`config.mk`:
```
export PLATFORM = sky130hd
export DESIGN_NAME = wakeup_select_rs
export DESIGN_NICKNAME = d
export VERILOG_FILES = /design/src/rtl/wakeup_select_rs.sv
export SDC_FILE = /design/constraint.sdc
export NUM_CORES = 1
export LEC_CHECK = 0
export BUFFER_PORTS_ARGS = -buffer_cell sky130_fd_sc_hd__clkbuf_2
export CAP_MARGIN = 25
export CORE_MARGIN = 2
export CORE_UTILIZATION = 45
export CTS_CLUSTER_DIAMETER = 30
export DETAILED_ROUTE_END_ITERATION = 8
export SLEW_MARGIN = 10
export SYNTH_ARGS = -nofsm -noshare
export SYNTH_HDL_FRONTEND = slang
export SYNTH_SLANG_ARGS = --single-unit
```
`constraint.sdc`:
```
create_clock -name clk -period 3.87 [get_ports clk]
set_clock_uncertainty 0.2 [all_clocks]
set_input_delay 0.387 -clock clk [delete_from_list [all_inputs] [get_ports clk]]
set_output_delay 0.387 -clock clk [all_outputs]
set_load 0.02 [all_outputs]
```
`src/rtl/wakeup_select_rs.sv`:
```
module wakeup_select_rs #(
  parameter int ENTRIES = 16,
  parameter int TAGW    = 6,
  parameter int NBUS    = 4
) (
  input  logic                 clk,
  input  logic                 rst_n,
  input  logic                 disp_valid,
  input  logic [TAGW-1:0]      disp_src0_tag,
  input  logic                 disp_src0_rdy,
  input  logic [TAGW-1:0]      disp_src1_tag,
  input  logic                 disp_src1_rdy,
  input  logic [TAGW-1:0]      disp_dst_tag,
  input  logic [NBUS-1:0]      bc_valid,
  input  logic [NBUS*TAGW-1:0] bc_tags,
  output logic                 iss0_valid,
  output logic [TAGW-1:0]      iss0_tag,
  output logic                 iss1_valid,
  output logic [TAGW-1:0]      iss1_tag,
  output logic                 rs_full
);
  // Two-level tree: ENTRIES must be a multiple of 4 and at most 16.
  localparam int LEAVES = ENTRIES / 4;
  localparam int IDXW   = $clog2(ENTRIES);

  logic [ENTRIES-1:0] valid_q, rdy0_q, rdy1_q;
  logic [TAGW-1:0]    tag0_q [ENTRIES];
  logic [TAGW-1:0]    tag1_q [ENTRIES];
  logic [TAGW-1:0]    dst_q  [ENTRIES];

  logic [ENTRIES-1:0] req, grant0, grant1, grant_any, alloc_we;
  logic [IDXW-1:0]    alloc_idx;
  logic               have_free;

  function automatic logic bus_hit(input logic [TAGW-1:0] t,
                                   input logic [NBUS-1:0] bv,
                                   input logic [NBUS*TAGW-1:0] bt);
    logic h;
    h = 1'b0;
    for (int b = 0; b < NBUS; b++)
      if (bv[b] && bt[b*TAGW +: TAGW] == t) h = 1'b1;
    return h;
  endfunction

  // {any_request, grant[3:0]}: lowest requester wins when enabled
  function automatic logic [4:0] arb4(input logic [3:0] r, input logic en);
    logic [3:0] g;
    g = '0;
    if (en) begin
      if      (r[0]) g[0] = 1'b1;
      else if (r[1]) g[1] = 1'b1;
      else if (r[2]) g[2] = 1'b1;
      else if (r[3]) g[3] = 1'b1;
    end
    return {|r, g};
  endfunction

  function automatic logic [ENTRIES-1:0] tree_select(input logic [ENTRIES-1:0] r);
    logic [3:0] root_req;
    logic [4:0] rc, lc;
    logic [ENTRIES-1:0] g;
    root_req = '0;
    g = '0;
    for (int l = 0; l < LEAVES; l++) begin
      lc = arb4(r[4*l +: 4], 1'b0);
      root_req[l] = lc[4];
    end
    rc = arb4(root_req, 1'b1);
    for (int l = 0; l < LEAVES; l++) begin
      lc = arb4(r[4*l +: 4], rc[l]);
      g[4*l +: 4] = lc[3:0];
    end
    return g;
  endfunction

  assign req       = valid_q & rdy0_q & rdy1_q;
  assign grant0    = tree_select(req);
  assign grant1    = tree_select(req & ~grant0);
  assign grant_any = grant0 | grant1;
  assign rs_full   = &valid_q;

  always_comb begin
    have_free = 1'b0;
    alloc_idx = '0;
    for (int i = ENTRIES - 1; i >= 0; i--)
      if (!valid_q[i]) begin
        have_free = 1'b1;
        alloc_idx = IDXW'(i);
      end
  end

  always_comb begin
    alloc_we = '0;
    if (disp_valid && have_free) alloc_we[alloc_idx] = 1'b1;
  end

  always_comb begin
    iss0_tag = '0;
    iss1_tag = '0;
    for (int i = 0; i < ENTRIES; i++) begin
      if (grant0[i]) iss0_tag = iss0_tag | dst_q[i];
      if (grant1[i]) iss1_tag = iss1_tag | dst_q[i];
    end
  end

  assign iss0_valid = |grant0;
  assign iss1_valid = |grant1;

  for (genvar i = 0; i < ENTRIES; i++) begin : g_slot
    always_ff @(posedge clk) begin
      if (!rst_n) begin
        valid_q[i] <= 1'b0;
        rdy0_q[i]  <= 1'b0;
        rdy1_q[i]  <= 1'b0;
        tag0_q[i]  <= '0;
        tag1_q[i]  <= '0;
        dst_q[i]   <= '0;
      end else if (grant_any[i]) begin
        valid_q[i] <= 1'b0;
      end else if (alloc_we[i]) begin
        valid_q[i] <= 1'b1;
        tag0_q[i]  <= disp_src0_tag;
        tag1_q[i]  <= disp_src1_tag;
        dst_q[i]   <= disp_dst_tag;
        rdy0_q[i]  <= disp_src0_rdy | bus_hit(disp_src0_tag, bc_valid, bc_tags);
        rdy1_q[i]  <= disp_src1_rdy | bus_hit(disp_src1_tag, bc_valid, bc_tags);
      end else if (valid_q[i]) begin
        rdy0_q[i]  <= rdy0_q[i] | bus_hit(tag0_q[i], bc_valid, bc_tags);
        rdy1_q[i]  <= rdy1_q[i] | bus_hit(tag1_q[i], bc_valid, bc_tags);
      end
    end
  end
endmodule


```
==> metrics.txt, run 1 <==
initial core utilization=~46%; Yosys reg bits=336; Final Hold Vio Count=0; # IOs=between 60 and 70; post-synthesis sequential area ratio=between 30% and 40%; period utilization=between 90% and 100%; via count=approximately 21k; Post-Syn Area=25300 sq um; peak supply drop=around 0.27 mV; I/O Buffers=65; Final Critical Period=about 3.7 ns; vias in the first global route=around 21k; Pwr Density=between 400 and 500 nW/um^2; Die W=241 um; worst skew pair latency=about 0.6 ns; Mapped Cells=roughly 2.6k; critical path arrival=around 3.2 ns; Main synth FF type=edfxtp_1; CP bufs+invs=2; placed cell count=between 3k and 4k; drt total wl=90.4 mm; max-cap violation count=0; worst-case clock buffer depth=3; htree depth=3; Min Hold Slack=around 0.052 ns; Sink Count=around 340; post-synthesis cell type count=between 80 and 90; status=complete, no violations; fillcell total=a little under 5k; GR Overflow Total=0; YS warnings=0; Core Footprint=between 50000 and 60000 sq um; HP Class=in2reg; Synth async-reset ratio=0%; # diodes=0; cell depth of the worst setup path=9; Std-Cell Rows=86; leakage power=roughly 11 nW; Die Height=241 um; CP endpoint kind=output port; Post-synth EDFFs=~290; TritonRoute pass-1 iters=6; Hold Crit Start=disp_src1_tag[3]; Post-Layout Cell Count=~3.3k; first-pass GRT wire length=about 130 mm; Worst R2R Setup Slack=0.69 ns; hpwl dp=about 59 mm; Pwr Total=12.8 mW; WS Path Type=reg2out; CP Cell Sequence=and3_2 -> or4_4 -> nor2_8 -> o21ai_1 -> nor4_4 -> buf_4 -> a221oi_2 -> nand3_1 -> clkbuf_2; routability cong.=between 0.9 and 1; CP required=3.28 ns; Nets=2588; root buffer cell=clkbuf_16; critical path's top delay family=simple AND/OR/NAND/NOR gates; FF-to-FF Start=valid_q[9]; final setup fails=0; utilization after layout=52.8%; crit path launch=valid_q[5]; Via density=6.20; crit-path max FO=9; most frequent cells in the layout=411 x xnor2_1, 409 x xor2_1, 288 x edfxtp_1, 229 x and2_1, 149 x nand4_1; total global-route track usage=a little under a third; share of cells above drive strength 1=around 15%; worst r2r path cells=7; DRT iter0 DRCs=approximately 2.2k; largest net degree at the start of global routing=between 100 and 150; worst rel slew slack=between 30% and 40%; crit path to=iss1_tag[4]; post-route ant nets=0; Area Growth Syn to Fin=15.4%; Fmax=between 0.2 and 0.3 GHz; Crit path largest cell delay=about 0.60 ns; CP max stage cell=or4_4; Clock transition at path regs=roughly 0.05 ns; crit start category=flop; TritonCTS clock tree=yes; die area=approximately 58000 sq um; reg-to-reg endpoint=tag1_q[1][37]; Mean Syn Cell Area=9.84 sq um; syn nets=approximately 2.6k; TritonCTS Buffers=81; DR DRC count=0; DR WL/cell=27.0 um; initial antenna violation count=4; count of pins over their slew limit=0; Tightest Pin Transition=0.912 ns; leading cell type in the layout, fill and taps excluded=xnor2_1
cells by family (layout without fill, tap and decap cells):
logic type	Yosys count	after routing	synth area share, %
xor+xnor	821	821	28.4
flops	336	336	38.0
fa+ha+maj	2	2	0.0791
mux	8	8	0.336
buf+inv	321	350	5.75
simple gates	841	841	20.3
compound gates	242	242	7.13
power by group:
group / switching, mW / internal (mW) / leakage (nW)
registers: 0.187 / 4.07 / 3.38
clock network: 2.20 / 4.93 / 1.39
logic: 0.901 / 0.527 / 6.09
total: 3.29 / 9.53 / 10.9
worst min-delay path by stage:
stage                          to  slack, ns  cells past startpoint
global placement       rdy0_q[15]       0.25                      2
floorplan              rdy0_q[15]       0.23                      2
finish              tag1_q[0][15]       0.05                      2
global route        tag1_q[0][15]       0.06                      2
detailed placement     rdy0_q[15]       0.25                      2
CTS                 tag1_q[0][15]       0.04                      2
flip-flops by register name, indices dropped and copies added (netlist names):
register	count
tag1_q	96
tag0_q	96
dst_q	96
rdy1_q	16
valid_q	16
rdy0_q	16
stage by stage:
stage / setup WS [ns] / TNS, ns / area [sq um]
floorplan: 0.921 / 0 / 25300
global placement: 0.397 / 0 / 26100
detailed placement: 0.269 / 0 / 26100
CTS: -0.00883 / -0.0173 / 29000
global route: -0.00502 / -0.00502 / 29200
finish: 0.129 / 0 / 29200
cell usage after synthesis, types with 48 or more instances:
library cell,count,area (sq um)
nor4_1,129,807
xor2_1,409,3580
nand4_1,149,932
edfxtp_1,288,8650
clkbuf_1,112,420
and2_1,229,1430
buf_1,73,274
buf_2,96,480
nor2_1,62,233
and3_1,91,569
xnor2_1,411,3600
dfxtp_1,48,961
layout make-up:
| cell class | instances | area [sq um] | share of cell area (%) |
|---|---|---|---|
| clock inverters | 48 | 637 | 2.18 |
| inverters | 17 | 63.8 | 0.219 |
| repair buffers | 187 | 1350 | 4.61 |
| clock buffers | 98 | 2220 | 7.59 |
| well taps | 748 | 936 | 3.21 |
| multi-input cells | 1914 | 14400 | 49.3 |
| flip-flops and latches | 336 | 9610 | 32.9 |
layer usage:
layer	global-route usage (%)	wire length, um	up-vias
met5	0	17	-
met2	49.1	41200	1196
met1	40.0	36400	10200
met4	17.2	4820	2
li1	-	-	9026
met3	5.72	8040	303
repair_timing:
action | CTS | global route
pin swaps | 2 | 5
buffers inserted | 3 | 8
setup endpoints to repair | 11 | 13
hold buffers | 1 | 0
endpoints found under the hold margin | 2 | 0
resized for setup | 17 | 20
No activity file was read; power rests on OpenSTA's default activity.
==> inputs of run 2 (changes only) <==
==> constraint.sdc (replaced) <==
create_clock -name clk -period 4.3 [get_ports clk]
set_clock_uncertainty 0.2 [all_clocks]
set_input_delay 0.43 -clock clk [delete_from_list [all_inputs] [get_ports clk]]
set_output_delay 0.43 -clock clk [all_outputs]
set_load 0.02 [all_outputs]
==> run 2 against run 1 <==
- power down 15%
- sequential cell count unchanged
- die area unchanged
- first-iteration DRC count down 10%
- hold slack worse by 0.011 ns
- critical path type unchanged
- largest power group unchanged
==> metrics.txt, run 2 (same netlist as run 1, synthesis figures left out) <==
status=complete, no violations; Std-Cell Rows=86; peak supply drop=0.246 mV; I/O Buffers=65; initial core utilization=between 40% and 50%; period utilization=97.5%; Regs by FF count=dst_q x96, tag0_q x96, tag1_q x96; fillcell total=around 4.9k; root buffer cell=clkbuf_16; crit-path max FO=13; CP required=about 3.7 ns; FF-to-FF Start=valid_q[3]; Via density=a little over 6; Hold Path Sink=tag1_q[0][27]; RSZ-0062 raised after global routing=yes; Pwr Density=about 380 nW/um^2; Hold Crit Start=disp_src1_tag[3]; drt total wl=a little under 90 mm; Tightest Pin Transition=a little over 1 ns; Final WS setup=approximately 0.11 ns; die area=approximately 58000 sq um; Die Height=around 240 um; crit path launch=valid_q[1]; CP endpoint kind=output port; initial antenna violation count=3; Cell Area, Placed=approximately 26000 sq um; WS Path Type=reg2out; vias in the first global route=roughly 20k; share of cells above drive strength 1=a little over an eighth; Psw=approximately 2.8 mW; TritonCTS clock tree=yes; P_int=about 8.0 mW; leading cell type in the layout, fill and taps excluded=xnor2_1; TritonCTS Buffers=between 70 and 80; Fmax=0.238 GHz; clock share of power=around 53%; total global-route track usage=30.6%; combinational power share=a little under an eighth; Clock transition at path regs=roughly 0.04 ns; Worst R2R Setup Slack=1.00 ns; register share of total power=around a third; HP Class=in2reg; largest net degree at the start of global routing=roughly 110; critical path arrival=roughly 3.6 ns; Sink Count=~340; Final Hold Vio Count=0; reg-to-reg endpoint=tag0_q[1][36]; post-route ant nets=0; Nets=2559; utilization after layout=51.6%; Finished Cell Area=roughly 29000 sq um; worst-case clock buffer depth=3; hpwl dp=roughly 56 mm; most frequent cells in the layout=411 x xnor2_1, 409 x xor2_1, 288 x edfxtp_1, 229 x and2_1, 149 x nand4_1; max-cap violation count=0; Final Critical Period=approximately 4.2 ns; Pwr Total=approximately 11 mW; GR Overflow Total=0; count of pins over their slew limit=0; Min Hold Slack=~0.04 ns; via count=just over 20k; crit start category=flop; hold_buf cts=0; DR DRC count=0; leakage power=about 11 nW; Core Footprint=about 55000 sq um; worst skew pair latency=roughly 0.6 ns; worst r2r path cells=8; DRT iter0 DRCs=1982; post-placement setup slack=about 0.58 ns; htree depth=3; routability cong.=~0.92; first-pass GRT wire length=130 mm; TritonRoute pass-1 iters=6; Area Growth Syn to Fin=12.8%; final setup fails=0; DR WL/cell=about 27 um; Die W=241 um; sw frac=26.2%; Hold Path Depth=2; worst rel slew slack=a little under a third; # IOs=66
[run 2: cell types whose count changed in the layout (fill, tap and decap cells not counted), moves of 5 or more]
| cell | change |
|---|---|
| and3_1 | +5 |
| buf_12 | -5 |
| buf_4 | -16 |
| bufinv_16 | -5 |
| clkbuf_16 | -7 |
| clkinvlp_4 | +10 |
[run 2: repair_timing]
action,in CTS,in global routing
pin swaps,0,2
resized for setup,1,6
endpoints found under the setup margin,4,7
gates cloned,0,1
buffers inserted,0,4
[run 2: worst max path at each step]
stage,to,cells after the start
2_1_floorplan,iss1_tag[0],9
3_3_place_gp,iss1_tag[1],9
3_5_place_dp,iss1_tag[1],9
4_1_cts,iss1_tag[3],10
5_1_grt,iss1_tag[3],10
6_report,iss1_tag[3],9
[run 2: area by class of cell]
class	instances	area, sq um	area share [%]
well taps	748	936	3.28
clock buffers	96	2080	7.29
repair buffers	161	1070	3.75
flip-flops and latches	336	9610	33.7
inverters	17	63.8	0.223
clock inverters	48	494	1.73
diodes	3	7.51	0.0263
multi-input cells	1915	14300	50.1
[run 2: metrics by stage]
| step | instances | setup TNS [ns] |
|---|---|---|
| final | 3324 | 0 |
| after global routing | 3322 | -0.0194 |
| after CTS | 3315 | 0 |
| after detailed placement | 3171 | 0 |
| after global placement | 3171 | 0 |
| after floorplan | 2571 | 0 |
[run 2: critical path, cell delays in order, from the launching register on]
cell and delay, ns:
dfxtp_1 0.48, and3_2 0.43, nor3_1 0.13, o31ai_2 0.46, a21boi_0 0.31, and2_1 0.24
a2111oi_0 0.45, buf_4 0.21, nand4_1 0.08, clkbuf_2 0.18
[run 2: routing by layer]
metal	GRT usage (%)	up-vias	routed length (um)
li1	-	8966	-
met2	49.3	1073	41000
met3	4.59	282	7510
met1	38.7	10000	34900
met5	0	-	17
met4	18.8	2	5090
[run 2: power groups by stage]
stage	combinational (mW)	clock, mW	sequential (mW)
finish	1.25	5.78	3.83
global route	1.32	6.00	3.84
CTS	1.23	5.84	3.82
detailed placement	1.23	0	3.88
global placement	1.20	0	3.87
floorplan	0.917	0	3.79
